### src/rtl/cfg_space_pkg.sv
package cfg_space_pkg;

    typedef enum logic [1:0] {
        ST_WAIT_KEY = 2'd0,
        ST_SLEEP    = 2'd1,
        ST_ISOLATE  = 2'd2,
        ST_CONFIG   = 2'd3
    } ctl_state_e;

    localparam int IDX_W = 8;
    localparam int DAT_W = 8;

    localparam logic [IDX_W-1:0] IDX_RES_DATA = 8'h04;
    localparam logic [IDX_W-1:0] IDX_RES_STAT = 8'h05;
    localparam logic [IDX_W-1:0] IDX_ACTIVATE = 8'h30;
    localparam logic [IDX_W-1:0] IDX_IO_HI    = 8'h60;
    localparam logic [IDX_W-1:0] IDX_IO_LO    = 8'h61;
    localparam logic [IDX_W-1:0] IDX_IRQ_LVL  = 8'h70;
    localparam logic [IDX_W-1:0] IDX_IRQ_TYP  = 8'h71;

    localparam int IRQ_LVL_W = 4;
    localparam int IRQ_TYP_W = 2;

    // Field order equals shift order: first field leaves the chain first.
    typedef struct packed {
        logic [DAT_W-1:0]     io_hi;
        logic [DAT_W-1:0]     io_lo;
        logic [IRQ_LVL_W-1:0] irq_lvl;
        logic [IRQ_TYP_W-1:0] irq_typ;
    } settings_t;

    localparam int CHAIN_W = $bits(settings_t);

    // Stand-in for the resource ROM contents.
    function automatic logic [DAT_W-1:0] res_byte(input int unsigned n);
        return DAT_W'(n * 37 + 90);
    endfunction

endpackage

### src/rtl/cfg_res_port.sv
module cfg_res_port
    import cfg_space_pkg::*;
#(
    parameter int FETCH_LAT = 4,
    parameter int RES_LEN   = 16
) (
    input  logic             clk,
    input  logic             rst,
    input  logic             take,
    output logic [DAT_W-1:0] byte_q,
    output logic             valid_q
);
    localparam int PTR_W = (RES_LEN > 1) ? $clog2(RES_LEN) : 1;
    localparam int CNT_W = $clog2(FETCH_LAT + 1);
    localparam logic [PTR_W-1:0] PTR_LAST = PTR_W'(RES_LEN - 1);
    localparam logic [CNT_W-1:0] CNT_LOAD = CNT_W'(FETCH_LAT);
    localparam logic [CNT_W-1:0] CNT_ONE  = CNT_W'(1);

    logic [PTR_W-1:0] ptr_q;
    logic [CNT_W-1:0] cnt_q;

    always_ff @(posedge clk) begin
        if (rst) begin
            ptr_q   <= '0;
            cnt_q   <= CNT_LOAD;
            valid_q <= 1'b0;
            byte_q  <= '0;
        end else if (take && valid_q) begin
            valid_q <= 1'b0;
            cnt_q   <= CNT_LOAD;
            ptr_q   <= (ptr_q == PTR_LAST) ? '0 : ptr_q + PTR_W'(1);
        end else if (cnt_q != '0) begin
            cnt_q <= cnt_q - CNT_ONE;
            if (cnt_q == CNT_ONE) begin
                valid_q <= 1'b1;
                byte_q  <= res_byte(32'(ptr_q));
            end
        end
    end

endmodule

### src/rtl/cfg_regs.sv
module cfg_regs
    import cfg_space_pkg::*;
(
    input  logic             clk,
    input  logic             rst,
    input  logic             wr_en,
    input  logic [IDX_W-1:0] idx,
    input  logic [DAT_W-1:0] wdata,
    input  logic             busy,
    output settings_t        set_q,
    output logic             act_q,
    output logic             start
);
    logic wr_ok;

    assign wr_ok = wr_en && !busy;
    assign start = wr_ok && (idx == IDX_ACTIVATE) && wdata[0];

    always_ff @(posedge clk) begin
        if (rst) begin
            set_q <= '0;
            act_q <= 1'b0;
        end else if (wr_ok) begin
            case (idx)
                IDX_ACTIVATE: act_q         <= wdata[0];
                IDX_IO_HI:    set_q.io_hi   <= wdata;
                IDX_IO_LO:    set_q.io_lo   <= wdata;
                IDX_IRQ_LVL:  set_q.irq_lvl <= wdata[IRQ_LVL_W-1:0];
                IDX_IRQ_TYP:  set_q.irq_typ <= wdata[IRQ_TYP_W-1:0];
                default: ;
            endcase
        end
    end

endmodule

### src/rtl/cfg_shift_chain.sv
module cfg_shift_chain #(
    parameter int W = 22
) (
    input  logic         clk,
    input  logic         rst,
    input  logic         start,
    input  logic [W-1:0] load_val,
    output logic         sdata,
    output logic         busy_q,
    output logic         done_q
);
    localparam int CNT_W = $clog2(W + 1);
    localparam logic [CNT_W-1:0] CNT_ONE = CNT_W'(1);

    logic [W-1:0]     sh_q;
    logic [CNT_W-1:0] cnt_q;

    assign sdata = sh_q[W-1];

    always_ff @(posedge clk) begin
        if (rst) begin
            sh_q   <= '0;
            cnt_q  <= '0;
            busy_q <= 1'b0;
            done_q <= 1'b0;
        end else if (start) begin
            sh_q   <= load_val;
            cnt_q  <= CNT_W'(W);
            busy_q <= 1'b1;
            done_q <= 1'b0;
        end else if (busy_q) begin
            sh_q <= {sh_q[W-2:0], 1'b0};
            if (cnt_q == CNT_ONE) begin
                busy_q <= 1'b0;
                done_q <= 1'b1;
                cnt_q  <= '0;
            end else begin
                cnt_q <= cnt_q - CNT_ONE;
            end
        end
    end

endmodule

### src/rtl/cfg_space_top.sv
module cfg_space_top
    import cfg_space_pkg::*;
#(
    parameter int FETCH_LAT = 4,
    parameter int RES_LEN   = 16
) (
    input  logic       clk,
    input  logic       rst,
    input  logic [7:0] reg_idx,
    input  logic       rd_stb,
    input  logic       wr_stb,
    input  logic [7:0] wr_data,
    input  logic [1:0] ctl_state,
    output logic [7:0] rd_data,
    output logic       chain_sdata,
    output logic       chain_en,
    output logic       dev_active
);
    logic             in_cfg;
    logic             res_take;
    logic [DAT_W-1:0] res_q;
    logic             res_valid;
    settings_t        set_q;
    logic             act_q;
    logic             start;
    logic             busy;
    logic             done;
    logic [DAT_W-1:0] rd_next;
    logic [DAT_W-1:0] rd_q;

    assign in_cfg   = (ctl_state_e'(ctl_state) == ST_CONFIG);
    assign res_take = rd_stb && in_cfg && (reg_idx == IDX_RES_DATA);

    cfg_res_port #(
        .FETCH_LAT (FETCH_LAT),
        .RES_LEN   (RES_LEN)
    ) u_res (
        .clk     (clk),
        .rst     (rst),
        .take    (res_take),
        .byte_q  (res_q),
        .valid_q (res_valid)
    );

    cfg_regs u_regs (
        .clk   (clk),
        .rst   (rst),
        .wr_en (wr_stb && in_cfg),
        .idx   (reg_idx),
        .wdata (wr_data),
        .busy  (busy),
        .set_q (set_q),
        .act_q (act_q),
        .start (start)
    );

    cfg_shift_chain #(
        .W (CHAIN_W)
    ) u_chain (
        .clk      (clk),
        .rst      (rst),
        .start    (start),
        .load_val (set_q),
        .sdata    (chain_sdata),
        .busy_q   (busy),
        .done_q   (done)
    );

    always_comb begin
        rd_next = '0;
        if (in_cfg) begin
            case (reg_idx)
                IDX_RES_DATA: rd_next = res_q;
                IDX_RES_STAT: rd_next = DAT_W'(res_valid);
                IDX_ACTIVATE: rd_next = DAT_W'(act_q);
                IDX_IO_HI:    rd_next = set_q.io_hi;
                IDX_IO_LO:    rd_next = set_q.io_lo;
                IDX_IRQ_LVL:  rd_next = DAT_W'(set_q.irq_lvl);
                IDX_IRQ_TYP:  rd_next = DAT_W'(set_q.irq_typ);
                default:      rd_next = '0;
            endcase
        end
    end

    always_ff @(posedge clk) begin
        if (rst)         rd_q <= '0;
        else if (rd_stb) rd_q <= rd_next;
    end

    assign rd_data    = rd_q;
    assign chain_en   = busy;
    assign dev_active = act_q && done && !busy;

endmodule

### config.mk
export PLATFORM = sky130hd
export DESIGN_NAME = cfg_space_top
export DESIGN_NICKNAME = d
export VERILOG_FILES = /design/src/rtl/cfg_space_pkg.sv /design/src/rtl/cfg_res_port.sv /design/src/rtl/cfg_regs.sv /design/src/rtl/cfg_shift_chain.sv /design/src/rtl/cfg_space_top.sv
export SDC_FILE = /design/constraint.sdc
export NUM_CORES = 1
export LEC_CHECK = 0
export ABC_AREA = 1
export BUFFER_PORTS_ARGS = -buffer_cell sky130_fd_sc_hd__buf_2
export CAP_MARGIN = 25
export CELL_PAD_IN_SITES_DETAIL_PLACEMENT = 1
export CELL_PAD_IN_SITES_GLOBAL_PLACEMENT = 1
export CORE_MARGIN = 8
export CORE_UTILIZATION = 40
export CTS_CLUSTER_SIZE = 8
export DETAILED_ROUTE_END_ITERATION = 8
export GPL_ROUTABILITY_DRIVEN = 0
export PLACE_DENSITY_LB_ADDON = 0.12
export SYNTH_ARGS = -nofsm -noshare
export SYNTH_HDL_FRONTEND = slang
export SYNTH_SLANG_ARGS = --single-unit
### constraint.sdc
create_clock -name clk -period 2.4 [get_ports clk]
set_clock_uncertainty 0.05 [all_clocks]
set_input_delay 0.48 -clock clk [delete_from_list [all_inputs] [get_ports clk]]
set_output_delay 0.48 -clock clk [all_outputs]
set_load 0.02 [all_outputs]
==> results.cfg <==
[placed_design]
dp_hpwl_mm = 7.84
place_ws_ns = 0.102
port_buffers = 32

[synthesis]
synth_seq_area_share_pct = 38.8
synth_adder_area_share_pct = 7.72
synth_seq_cells = 76
ys_dominant_reg_cell = dfxtp_1
async_flop_share_pct = 0
syn_inst = 512
synth.distinct_cells = 35
synthTopCellsByArea = dfxtp_1 (39%), nand2_1 (9.1%), a21oi_1 (7.0%)
synth_top_cell_area_share_pct = 38.8
synth_top_family_by_area = simple AND/OR/NAND/NOR gates
synth_edf_count = 0
synth_nets = 557
synth-simple-area-share_pct = 26.1
synth_largest_area_cell = dfxtp_1
synthXorXnorAreaFrac_pct = 2.01
synth_warnings = 0
postSynthAreaPerCell_um2 = 7.66
synth_compound_area_share_pct = 14.2
synth_mux_area_share_pct = 3.06
netlist_area_um2 = 3920

[worst_setup_path]
start_kind = flop
worst_ep_arrival_time_ns = 2.52
setup.worst_path.end_class = flop
crit_fanout = 2
critPathKind = flop to flop
cp.required_ns = 2.62

[die]
dieArea_um2 = 13200
rows = 36
ioPinCount = 33
core_area_um2 = 9640
initial_core_util_pct = 40.7
die_x_um = 115
fp.dieH_um = 115

[grt]
antenna_found_initial = 0
gr-total-overflow = 0
grt_pass1_wl_mm = 17.7
grt_usage_pct = 16.5
grt_max_degree = 39
grt_pass1_vias = 3744

[route]
first_iter_violations = 108
antenna_left = 0
drt_pass1_iterations = 4
wirelength_mm = 9.96
drc = 0
viasPerCell = 5.03
vias = 3439
wl_per_cell_um = 14.6

[layout]
area_growth_pct = 11.8
mostFrequentLayoutCells = nand2_1 (95), dfxtp_1 (75), nor2_1 (56)
fill_cells = 1258
layout-drive-gt1-share_pct = 17.1
n_antenna_cell = 0
finalNetCount = 592
layout_commonest_cell = nand2_1

[sta]
finalHoldViolCount = 0
finalCritPeriodShare_pct = 96.1
max_freq_ghz = 0.434
period_needed_ns = 2.31
setup_ws_ns = 0.0934
maxSlewHeadroom_pct = 67.2
drv_slew = 0
tightestPinTransition_ns = 0.491
hold_slack_ns = 0.356
setup_violations = 0
rsz0062_at_grt = false
fin_setup_tns_ns = 0

[power_and_ir_drop]
power_uw = 2460
ir_worst_vdd_uv = 335
power.density_nw_per_um2 = 560
p_leak_uw = 0.00179

[clock_tree]
cts_buffers = 9
path_clk_slew_ns = 0.08
htreeDepth = 3
cts.sinks = 76
clockRootBuffer = clkbuf_8
postCtsSetupBuffers = 0
cts_tree = built
clk_path_buf_depth = 2
clk_latency_ns = 0.34

[flow_run]
drv_cap = 0

[outcome]
status = finished, final reports clean

[worst_hold_path]
hold_class = primary input to flop
==> logic make-up after synthesis <==
kind of cell / count (synthesis)
compound gates: 92
xor+xnor: 9
fa+ha+maj: 23
buf+inv: 73
flops: 76
mux: 12
simple gates: 227
==> metal layers <==
| metal | track usage, % | wire (µm) |
|---|---|---|
| met5 | 0 | 0 |
| met4 | 5.95 | 167 |
| met3 | 2.26 | 172 |
| met2 | 29.8 | 5050 |
| met1 | 19.5 | 4580 |
==> where the power goes <==
| part | switching [µW] | leakage [µW] | internal [µW] |
|---|---|---|---|
| sequential | 26.5 | 0.000614 | 1300 |
| combinational | 166 | 0.00109 | 104 |
| clock | 491 | 0.0000852 | 370 |
| total | 683 | 0.00179 | 1770 |
==> flip-flops by register name (all words and copies together), names as in the netlist <==
| register | flops |
|---|---|
| rd_data | 8 |
| u_chain.busy_q | 1 |
| u_chain.cnt_q | 5 |
| u_chain.done_q | 1 |
| u_chain.sh_q | 22 |
| u_regs.act_q | 1 |
| u_regs.set_q | 22 |
| u_res.byte_q | 8 |
| u_res.cnt_q | 3 |
| u_res.ptr_q | 4 |
| u_res.valid_q | 1 |
==> what timing repair did <==
action	in CTS	in global routing
setup endpoints to repair	0	2
resized for setup	0	1
hold buffers	0	0
endpoints found under the hold margin	0	0
==> metrics by stage <==
step | util (%) | instance area [µm²] | instances
5_1_grt | 45.5 | 4380 | 684
3_3_place_gp | 43.8 | 4220 | 669
3_5_place_dp | 43.8 | 4220 | 669
4_1_cts | 45.5 | 4380 | 684
6_report | 45.5 | 4380 | 684
2_1_floorplan | - | 3920 | 512
==> synth_stat cells (all sizes together), types with 5 or more instances <==
cell type,count
nor2,64
a211oi,12
mux2i,12
a21oi,55
nand2,99
o21ai,19
o22ai,5
ha,21
nand3,52
clkbuf,10
buf,10
dfxtp,76
xnor2,5
inv,53
==> worst paths after layout <==
kind                    from               end  slack (ns)  cells after the start
max           u_res.ptr_q[3]   u_res.byte_q[7]        0.09                     10
min               wr_data[4]  u_regs.set_q[18]        0.36                      3
max reg2reg   u_res.ptr_q[3]   u_res.byte_q[7]        0.09                     10
min reg2reg  u_res.byte_q[2]   u_res.byte_q[2]        0.42                      2
==> cell type report <==
class | count | area, µm² | area share, %
Clock buffer | 9 | 124 | 2.83
Clock inverter | 6 | 40.0 | 0.913
Inverter | 53 | 201 | 4.59
Multi-Input combinational cell | 363 | 2080 | 47.4
Sequential cell | 76 | 1520 | 34.7
Tap cell | 133 | 166 | 3.80
Timing Repair Buffer | 44 | 250 | 5.71
==> critical path, stage by stage, from the launching register on <==
cell	delay, ns
dfxtp_1	0.34
inv_1	0.06
ha_1	0.29
ha_1	0.30
ha_1	0.24
fa_1	0.41
nand3_1	0.11
nand2_1	0.07
xnor2_1	0.13
nand3_1	0.08
a21oi_1	0.14
Note: power is estimated with default switching activity, not from simulation.
